[config.mk]
export PLATFORM = sky130hd
export DESIGN_NAME = sfp_stat_reg
export DESIGN_NICKNAME = d
export VERILOG_FILES = /design/src/rtl/sfp_pkg.sv /design/src/rtl/sfp_stat_reg.sv
export SDC_FILE = /design/constraint.sdc
export NUM_CORES = 1
export LEC_CHECK = 0
export ABC_AREA = 1
export CAP_MARGIN = 25
export CELL_PAD_IN_SITES_DETAIL_PLACEMENT = 1
export CELL_PAD_IN_SITES_GLOBAL_PLACEMENT = 1
export CORE_MARGIN = 1.5
export CORE_UTILIZATION = 34
export DETAILED_ROUTE_END_ITERATION = 8
export PLACE_DENSITY_LB_ADDON = 0.1
export SKIP_CTS_REPAIR_TIMING = 1
export SLEW_MARGIN = 20
export SYNTH_ARGS = -nofsm -noshare
export SYNTH_HDL_FRONTEND = slang
export SYNTH_SLANG_ARGS = --single-unit
[constraint.sdc]
create_clock -name clk -period 2.81 [get_ports clk]
set_clock_uncertainty 0.15 [all_clocks]
set_input_delay 0.562 -clock clk [delete_from_list [all_inputs] [get_ports clk]]
set_output_delay 0.562 -clock clk [all_outputs]
set_load 0.01 [all_outputs]
[src/rtl/sfp_pkg.sv]
package sfp_pkg;

    localparam logic [7:0] OP_RDID = 8'h9F;
    localparam logic [7:0] OP_RDSR = 8'h05;
    localparam logic [7:0] OP_WREN = 8'h06;
    localparam logic [7:0] OP_EWSR = 8'h50;
    localparam logic [7:0] OP_WRSR = 8'h01;

    // bits a status write may touch: lock (7) and protect (5, 3, 2)
    localparam logic [7:0] PROT_MASK = 8'hAC;
    localparam int unsigned CNT_W = 8;

    typedef struct packed {
        logic [7:0]       op;
        logic [7:0]       arg;
        logic [CNT_W-1:0] nbits;
    } frame_t;

    function automatic logic [7:0] id_byte(input logic [CNT_W-1:0] idx);
        case (idx)
            8'd0:    return 8'h1F;
            8'd1:    return 8'h45;
            8'd2:    return 8'h01;
            default: return 8'h00;
        endcase
    endfunction

    // protection bits after a completed status write
    function automatic logic [7:0] prot_next(input logic [7:0] cur,
                                             input logic [7:0] wr,
                                             input logic pin_active);
        if (cur[7]) begin
            if (pin_active) return cur;
            return {wr[7], cur[6:0]};
        end
        return wr & PROT_MASK;
    endfunction

endpackage

[src/rtl/sfp_stat_reg.sv]
module sfp_stat_reg
    import sfp_pkg::*;
#(
    parameter int unsigned BUSY_CYCLES = 600
) (
    input  logic       clk,
    input  logic       rst,
    input  logic       done,
    input  frame_t     fr,
    input  logic       wp_n,
    output logic [7:0] status,
    output logic       busy
);
    localparam int unsigned BW = $clog2(BUSY_CYCLES + 1);

    logic [7:0]    prot, pend;
    logic          wel, armed;
    logic [BW-1:0] left;

    assign busy   = (left != '0);
    assign status = (prot & PROT_MASK) | {3'b000, wp_n, 2'b00, wel, busy};

    always_ff @(posedge clk) begin
        if (rst) begin
            prot  <= '0;
            pend  <= '0;
            wel   <= 1'b0;
            armed <= 1'b0;
            left  <= '0;
        end else if (busy) begin
            left <= left - 1'b1;
            if (left == BW'(1)) begin
                prot <= prot_next(prot, pend, !wp_n);
                wel  <= 1'b0;
            end
        end else if (done && fr.nbits >= CNT_W'(8)) begin
            case (fr.op)
                OP_WREN: begin
                    wel   <= 1'b1;
                    armed <= 1'b1;
                end
                OP_EWSR: armed <= 1'b1;
                OP_WRSR: begin
                    if (fr.nbits >= CNT_W'(16)) begin
                        armed <= 1'b0;
                        if (armed) begin
                            pend <= fr.arg;
                            left <= BW'(BUSY_CYCLES);
                        end
                    end
                end
                default: armed <= 1'b0;
            endcase
        end
    end
endmodule

; Word-level counts from Yosys, hierarchy flattened
; Cells that the tools add are included.
[totals]
latch_bits = 0
mem_bits_rw = 0
inputBits = 28
mem_bits_ro = 0
mem_count = 0
word_cells = 57
regBits = 27
[classes]
shifts = 0
n_addsub = 1
mux = 24
eq_ne = 8
n_bitwise = 2
n_lt_le_gt_ge = 2
reduce_logical = 14
div = 0
mul = 0
[op_table]
columns = operator, count
row1 = two-way mux 10 bit, 5
row2 = two-way mux 8 bit, 4
row3 = two-way mux 1 bit, 14
row4 = equality test 10 x 1 -> 1 bit (second input constant), 1
row5 = nonzero test 10 bit, 1
row6 = nonzero test 2 bit, 5
row7 = subtractor 10 x 1 -> 10 bit (second input constant), 1
row8 = equality test 8 x 1 -> 1 bit (second input constant), 1
row9 = equality test 8 x 3 -> 1 bit (second input constant), 1
row10 = equality test 8 x 7 -> 1 bit (second input constant), 1
row11 = greater-or-equal comparator 8 x 4 -> 1 bit (second input constant), 1
row12 = greater-or-equal comparator 8 x 5 -> 1 bit (second input constant), 1
row13 = OR 8 x 5 -> 8 bit, 1
row14 = AND reduction 4 bit, 2
row15 = != test 3 bit (second input constant), 2
row16 = AND reduction 3 bit, 2
row17 = AND reduction 5 bit, 1
row18 = != test 2 x 1 -> 1 bit (second input constant), 1
row19 = != test 2 bit (second input constant), 1
row20 = one-hot mux 1 bit (2 select lines), 1
row21 = AND reduction 2 bit, 1
row22 = OR reduction 2 bit, 1
row23 = logical AND 1 bit, 1
row24 = inverter 1 bit, 1

; Longest topological paths before layout
; Gate-level depths: netlist of run 1.
[depth]
word_depth = 8
ltp_mapped = 9
depth_no_buf = 9

; Worst setup path after synthesis of run 1
; OpenSTA, ideal clock, no wires.
[synth_path]
path_kind = flip-flop to output port
startpoint = register left[0]
endpoint = output port status[0]
required_ns = 2.098
arrival_ns = 1.057
setup_slack_ns = 1.041
path_stages_with_launch = 7
path_cell_list = dfxtp_1 > inv_1 > ha_1 > nand2_1 > nor2_2 > nand2_4 > buf_4
[synth_between]
elab_chain_cells = 2
[synth_rtl]
columns = element, line
row1 = "start, declared", sfp_stat_reg.sv:18  ; logic [BW-1:0] left;
row2 = "start signal, assigned", sfp_stat_reg.sv:31  ; left <= left - 1'b1;
row3 = "start signal, assigned", sfp_stat_reg.sv:48  ; left <= BW'(BUSY_CYCLES);
row4 = nonzero test 10 bit, sfp_stat_reg.sv:20  ; assign busy = (left != '0);
row5 = named net busy, sfp_stat_reg.sv:12  ; output logic busy
row6 = OR 8 x 5 -> 8 bit, sfp_stat_reg.sv:21  ; assign status = (prot & PROT_MASK) | {3'b000, wp_n, 2'b00, wel, busy};
row7 = "end, declared", sfp_stat_reg.sv:11  ; output logic [7:0] status,
; The timed path passes the listed nets, and every way through them passes these cells.

; Worst setup path in the final report of run 1
[layout_path]
startpoint = register left[0]
endpoint = output port status[0]
[layout_between]
elab_chain_cells = 2
[layout_rtl]
columns = element, line
row1 = nonzero test 10 bit, sfp_stat_reg.sv:20
row2 = OR 8 x 5 -> 8 bit, sfp_stat_reg.sv:21
; No other way between the ends.

==> results of run 1 <==
==> critical path, delay by kind of cell (launching register included) <==
kind	cells	cell delay, ns
fa+ha+maj	1	0.25
buf+inv	2	0.67
flops	1	0.39
simple gates	3	0.30
==> worst max path at each step <==
stage,startpoint,end,slack (ns),depth (start not counted)
detailed placement,wp_n,status[4],0.52,2
finish,left[0]$_SDFFE_PP0P_,status[0],0.20,6
floorplan,left[0]$_SDFFE_PP0P_,status[0],1.04,6
global placement,wp_n,status[4],0.52,2
global route,left[0]$_SDFFE_PP0P_,status[0],0.08,6
CTS,left[0]$_SDFFE_PP0P_,status[0],0.18,6
==> layout by cell type (no fill, tap or decap), drive strengths merged <==
cell           count
a21oi              9
xnor2              1
o21ai              3
nand2             34
a31oi              2
clkinv             1
bufinv             1
clkdlybuf4s50     28
nand3             11
xor2               2
dfxtp             20
inv               28
clkbuf             3
nand3b             1
o22ai              1
nor3              11
nor2              41
conb               1
nand4              2
ha                 3
==> registers in the layout, summed over array words and instances (netlist names) <==
name and count:
wel 1, left 10, armed 1, pend 4
prot 4
==> layer usage <==
| metal | share of wire | track usage | vias up |
|---|---|---|---|
| met5 | 0 | 0 | - |
| met4 | 0.0070 | 0.0583 | 0 |
| met3 | 0.029 | 0.0360 | 2 |
| met2 | 0.54 | 0.331 | 14 |
| met1 | 0.42 | 0.178 | 556 |
| li1 | - | - | 596 |
==> power groups by stage <==
stage / clock network (mW) / registers [mW] / logic (mW)
detailed placement: 0 / 0.406 / 0.698
CTS: 0.249 / 0.399 / 0.702
global placement: 0 / 0.400 / 0.667
floorplan: 0 / 0.398 / 0.512
global route: 0.260 / 0.407 / 0.785
finish: 0.243 / 0.398 / 0.692
==> final cells by class <==
class,count,area (um2),share of cell area
timing repair buffer,28,280,0.180
multi-input combinational,122,661,0.423
clock buffer,3,22.5,0.0144
tap,46,57.6,0.0369
clock inverter,1,30.0,0.0192
inverter,29,109,0.0698
sequential,20,400,0.257
==> stage by stage <==
step	utilization	hold slack (ns)
after global routing	0.464	0.368
after global placement	0.448	0.301
final	0.464	0.327
after detailed placement	0.448	0.310
after CTS	0.464	0.329
after floorplan	-	0.291
==> cell families (layout without fill, tap and decap cells) <==
| family | count (synthesis) | in the layout | share of synthesized area |
|---|---|---|---|
| compound gates | 15 | 15 | 0.0685 |
| other cells | 1 | 1 | 0.00311 |
| buf+inv | 34 | 61 | 0.119 |
| xor+xnor | 3 | 3 | 0.0218 |
| simple gates | 100 | 100 | 0.424 |
| flops | 20 | 20 | 0.332 |
| fa+ha+maj | 3 | 3 | 0.0312 |
==> impl_metrics.py, run 1 <==
metrics = {
    "place": {
        "dp_hpwl_um": 2470,
        "place_inst": 245,
        "post-place-ws_ns": 0.519,
        "gp_congestion": 0.810,
        "port-buffer-count": 28,
        "placed_area_um2": 1510,
    },
    "clock_network": {
        "cts.htree.levels": 1,
        "clk_latency_ns": 0.31,
        "tritoncts": "yes",
        "cts.root.buffer_cell": "clkbuf_4",
        "clk_path_buf_depth": 2,
        "path_clk_slew_ns": 0.12,
        "cts.sink_count": 20,
        "numCtsBuffers": 3,
    },
    "power_and_ir_drop": {
        "p_switching_mw": 0.577,
        "power_frac_comb": 0.519,
        "sequentialPowerShare": 0.299,
        "p_sw_frac": 0.433,
        "internal_power_mw": 0.756,
        "p_clk_frac": 0.182,
        "p_per_area_nw_per_um2": 855,
        "max-vdd-ir-drop_v": 0.000259,
        "fin_total_pwr_mw": 1.33,
        "leakage_nw": 0.683,
    },
    "grt": {
        "antenna_found_initial": 0,
        "grt_overflow": 0,
        "grt_max_degree": 13,
        "grt_pass1_wl_um": 5320,
        "track_usage": 0.170,
        "grt_pass1_vias": 1241,
    },
    "die": {
        "die_h_um": 62.5,
        "initial_core_util": 0.358,
        "rows": 21,
        "pin_count": 37,
        "core_area_um2": 3360,
        "die_width_um": 62.5,
        "fp.dieArea_um2": 3910,
    },
    "final_layout": {
        "fin_area_um2": 1560,
        "fin_nets": 235,
        "drive_gt1_frac": 0.0936,
        "syn2layout_area_growth_pct": 29.5,
        "antennaDiodeCount": 0,
        "fillCellCount": 450,
        "stdcell_count": 249,
    },
    "logic_synthesis": {
        "syn_nets": 207,
        "synth_common_cells": "33 x nor2_1, 32 x nand2_1, 27 x inv_1",
        "synth.avg_cell_area_um2": 6.85,
        "synth_edf_count": 0,
        "synth_cells": 176,
        "ys_ff_latch": 20,
        "async_flop_share": 0,
        "yosysMostFrequentCell": "nor2_1",
        "synth_top_area_frac": 0.332,
        "yosysWarnings": 0,
        "syn_area_um2": 1200,
        "ys_top_cells_by_area": "dfxtp_1 33%, nor2_1 10%, nand2_1 10%",
        "synth-main-ff-cell": "dfxtp_1",
        "synth_top_area_cell": "dfxtp_1",
        "ys_types": 28,
        "ys_seq_area_frac": 0.332,
    },
    "timing": {
        "timing.fmax_ghz": 0.383,
        "fin_tns_setup_ns": 0,
        "setup_viol": 0,
        "slew_violations": 0,
        "final.min_clock_period_ns": 2.61,
        "final_hold_viol_count": 0,
        "final.setup.worst_slack_ns": 0.198,
        "rsz0062_at_grt": "no",
        "min_period_over_period": 0.930,
    },
    "worst_setup_path": {
        "timing.rr.end": "prot[2]$_SDFFE_PP0P_",
        "crit_fanout": 7,
        "cp_cell_sequence": "inv_1, ha_1, nand2_1, nor2_2, nand2_4, clkdlybuf4s50_1",
        "criticalPathCategory": "flip-flop to primary output",
        "crit_path_end_kind": "primary output",
        "critPathMaxStageDelay_ns": 0.56,
        "cpMaxStageDelayCell": "clkdlybuf4s50_1",
        "worst_ep_required_time_ns": 2.10,
        "r2r_slack_ns": 1.11,
        "startpoint_type": "flip-flop",
        "r2r_start": "left[0]$_SDFFE_PP0P_",
        "crit_arrival_ns": 1.90,
        "reg2reg_depth": 8,
    },
    "routing": {
        "vias_per_cell": 4.69,
        "drtAntennaViolNets": 0,
        "dr.pass1.iters": 3,
        "wl_per_cell_um": 12.0,
        "wirelength_um": 2980,
        "first_iter_violations": 17,
        "num_vias": 1168,
        "drc": 0,
    },
    "hold_path": {
        "holdPathStages": 2,
        "worst_hold_path_type": "flip-flop to flip-flop",
        "min-delay-start": "wel$_SDFFE_PP0P_",
        "worstHoldEndpoint": "wel$_SDFFE_PP0P_",
    },
    "run": {
        "maxCapViolations": 0,
    },
    "outcome": {
        "outcome": "finished clean",
    },
}
Power figures use the tool's default switching activity.
==> inputs of run 2 (changes only) <==
--- a/config.mk
+++ b/config.mk
@@ -11,6 +11,7 @@
 export CELL_PAD_IN_SITES_GLOBAL_PLACEMENT = 1
 export CORE_MARGIN = 1.5
 export CORE_UTILIZATION = 34
+export CTS_CLUSTER_DIAMETER = 40
 export DETAILED_ROUTE_END_ITERATION = 8
 export PLACE_DENSITY_LB_ADDON = 0.1
 export SKIP_CTS_REPAIR_TIMING = 1
==> results of run 2 <==
Final layout, timing and power as in run 1 (identical DEF).
==> inputs of run 3 (changes only) <==
--- a/config.mk
+++ b/config.mk
@@ -15,7 +15,7 @@
 export DETAILED_ROUTE_END_ITERATION = 8
 export PLACE_DENSITY_LB_ADDON = 0.1
 export SKIP_CTS_REPAIR_TIMING = 1
-export SLEW_MARGIN = 20
+export SLEW_MARGIN = 15
 export SYNTH_ARGS = -nofsm -noshare
 export SYNTH_HDL_FRONTEND = slang
 export SYNTH_SLANG_ARGS = --single-unit
==> constraint.sdc (replaced) <==
create_clock -name clk -period 2.81 [get_ports clk]
set_clock_uncertainty 0.15 [all_clocks]
set_input_delay 0.843 -clock clk [delete_from_list [all_inputs] [get_ports clk]]
set_output_delay 0.843 -clock clk [all_outputs]
set_load 0.01 [all_outputs]
==> impl_metrics.py, run 3 (same netlist as run 1, synthesis figures left out) <==
metrics = {
    "clock_network": {
        "clk_latency_ns": 0.30,
        "cts.sink_count": 20,
        "numCtsBuffers": 3,
        "path_clk_slew_ns": 0.12,
        "clk_path_buf_depth": 2,
        "cts.root.buffer_cell": "clkbuf_4",
        "tritoncts": "yes",
        "cts.htree.levels": 1,
    },
    "worst_setup_path": {
        "reg2reg_depth": 8,
        "startpoint_type": "flip-flop",
        "crit_fanout": 7,
        "r2r_start": "left[0]$_SDFFE_PP0P_",
        "r2r_slack_ns": 1.19,
        "crit_arrival_ns": 1.51,
        "criticalPathCategory": "flip-flop to primary output",
        "timing.rr.end": "left[6]$_SDFFE_PP0P_",
        "crit_path_end_kind": "primary output",
        "worst_ep_required_time_ns": 1.82,
    },
    "final_layout": {
        "drive_gt1_frac": 0.113,
        "syn2layout_area_growth_pct": 29.7,
        "layout_commonest_cell": "nor2_1",
        "layout_common_cells": "33 x nor2_1, 32 x nand2_1, 26 x inv_1, 25 x clkdlybuf4s50_1, 19 x dfxtp_1",
        "fillCellCount": 463,
        "regMostFlops": "left",
        "reg_top3": "left: 10 flops, pend: 4 flops, prot: 4 flops",
        "largest_register_ff_count": 10,
        "fin_nets": 236,
        "antennaDiodeCount": 0,
    },
    "routing": {
        "wirelength_um": 2920,
        "first_iter_violations": 14,
        "drtAntennaViolNets": 0,
        "wl_per_cell_um": 11.7,
        "dr.pass1.iters": 2,
        "vias_per_cell": 4.60,
        "drc": 0,
        "num_vias": 1150,
    },
    "die": {
        "initial_core_util": 0.358,
        "die_width_um": 62.5,
        "fp.dieArea_um2": 3910,
        "rows": 21,
        "core_area_um2": 3360,
        "pin_count": 37,
        "die_h_um": 62.5,
    },
    "hold_path": {
        "worstHoldEndpoint": "left[0]$_SDFFE_PP0P_",
        "worst_hold_path_type": "flip-flop to flip-flop",
        "min-delay-start": "left[0]$_SDFFE_PP0P_",
        "holdPathStages": 1,
    },
    "grt": {
        "grt_pass1_wl_um": 5130,
        "track_usage": 0.160,
        "grt_overflow": 0,
        "grt_max_degree": 12,
        "grt_pass1_vias": 1258,
        "antenna_found_initial": 0,
    },
    "timing": {
        "timing.fmax_ghz": 0.400,
        "setup_viol": 0,
        "fin_tns_setup_ns": 0,
        "min_period_over_period": 0.889,
        "rsz0062_at_grt": "no",
        "slew_violations": 0,
        "final.min_clock_period_ns": 2.50,
        "final_hold_viol_count": 0,
    },
    "outcome": {
        "outcome": "finished clean",
    },
    "place": {
        "dp_hpwl_um": 2490,
        "gp_congestion": 0.854,
        "port-buffer-count": 28,
    },
    "power_and_ir_drop": {
        "p_clk_frac": 0.139,
        "p_switching_mw": 0.565,
        "leakage_nw": 0.692,
        "sequentialPowerShare": 0.318,
        "power_frac_comb": 0.544,
        "internal_power_mw": 0.691,
        "max-vdd-ir-drop_v": 0.000278,
        "p_sw_frac": 0.450,
        "p_per_area_nw_per_um2": 804,
        "fin_total_pwr_mw": 1.26,
    },
    "run": {
        "maxCapViolations": 0,
    },
}
-- run 3: cell type report --
type	count	area [um2]	share of cell area
inverter	29	109	0.0697
timing repair buffer	29	295	0.189
sequential	20	402	0.257
tap	46	57.6	0.0368
multi-input combinational	122	663	0.424
clock buffer	4	36.3	0.0232
-- run 3: worst max-delay path by stage --
| stage | from | to | slack [ns] | depth (start not counted) |
|---|---|---|---|---|
| 6_report | left[0]$_SDFFE_PP0P_ | busy | 0.31 | 6 |
| 3_3_place_gp | wp_n | status[4] | -0.04 | 2 |
| 2_1_floorplan | left[0]$_SDFFE_PP0P_ | status[0] | 0.76 | 6 |
| 5_1_grt | left[0]$_SDFFE_PP0P_ | busy | 0.17 | 6 |
| 4_1_cts | left[0]$_SDFFE_PP0P_ | status[0] | -0.07 | 6 |
| 3_5_place_dp | wp_n | status[4] | -0.05 | 2 |
-- run 3: critical path, cell delays in order, from the launching register on --
cell,delay (ns)
dfxtp_2,0.36
inv_1,0.12
ha_2,0.22
nand2_1,0.08
nor2_2,0.13
nand2_4,0.11
dlymetal6s2s_1,0.19
-- run 3: power groups by stage --
stage                     combinational (mW)  clock, mW  sequential (mW)
after global placement                 0.665          0            0.400
after detailed placement               0.692          0            0.404
after global routing                   0.769      0.191            0.409
final                                  0.683      0.174            0.399
after floorplan                        0.512          0            0.398
after CTS                              0.695      0.179            0.398
-- run 3: metal layers --
| metal | GRT usage | vias to the layer above | routed length [um] |
|---|---|---|---|
| li1 | - | 596 | - |
| met1 | 0.174 | 538 | 1210 |
| met5 | 0 | - | 0 |
| met3 | 0.0252 | 2 | 77 |
| met4 | 0.0417 | 0 | 19 |
| met2 | 0.317 | 14 | 1620 |
-- run 3: stage by stage --
step | utilization | hold WS, ns | setup slack (ns) | cells | area, um2
after floorplan | - | 0.291 | 0.760 | 176 | 1200
after global placement | 0.451 | 0.303 | -0.0371 | 246 | 1520
after detailed placement | 0.451 | 0.307 | -0.0454 | 246 | 1520
after CTS | 0.461 | 0.328 | -0.0738 | 250 | 1550
after global routing | 0.465 | 0.348 | 0.166 | 250 | 1560
final | 0.465 | 0.316 | 0.311 | 250 | 1560
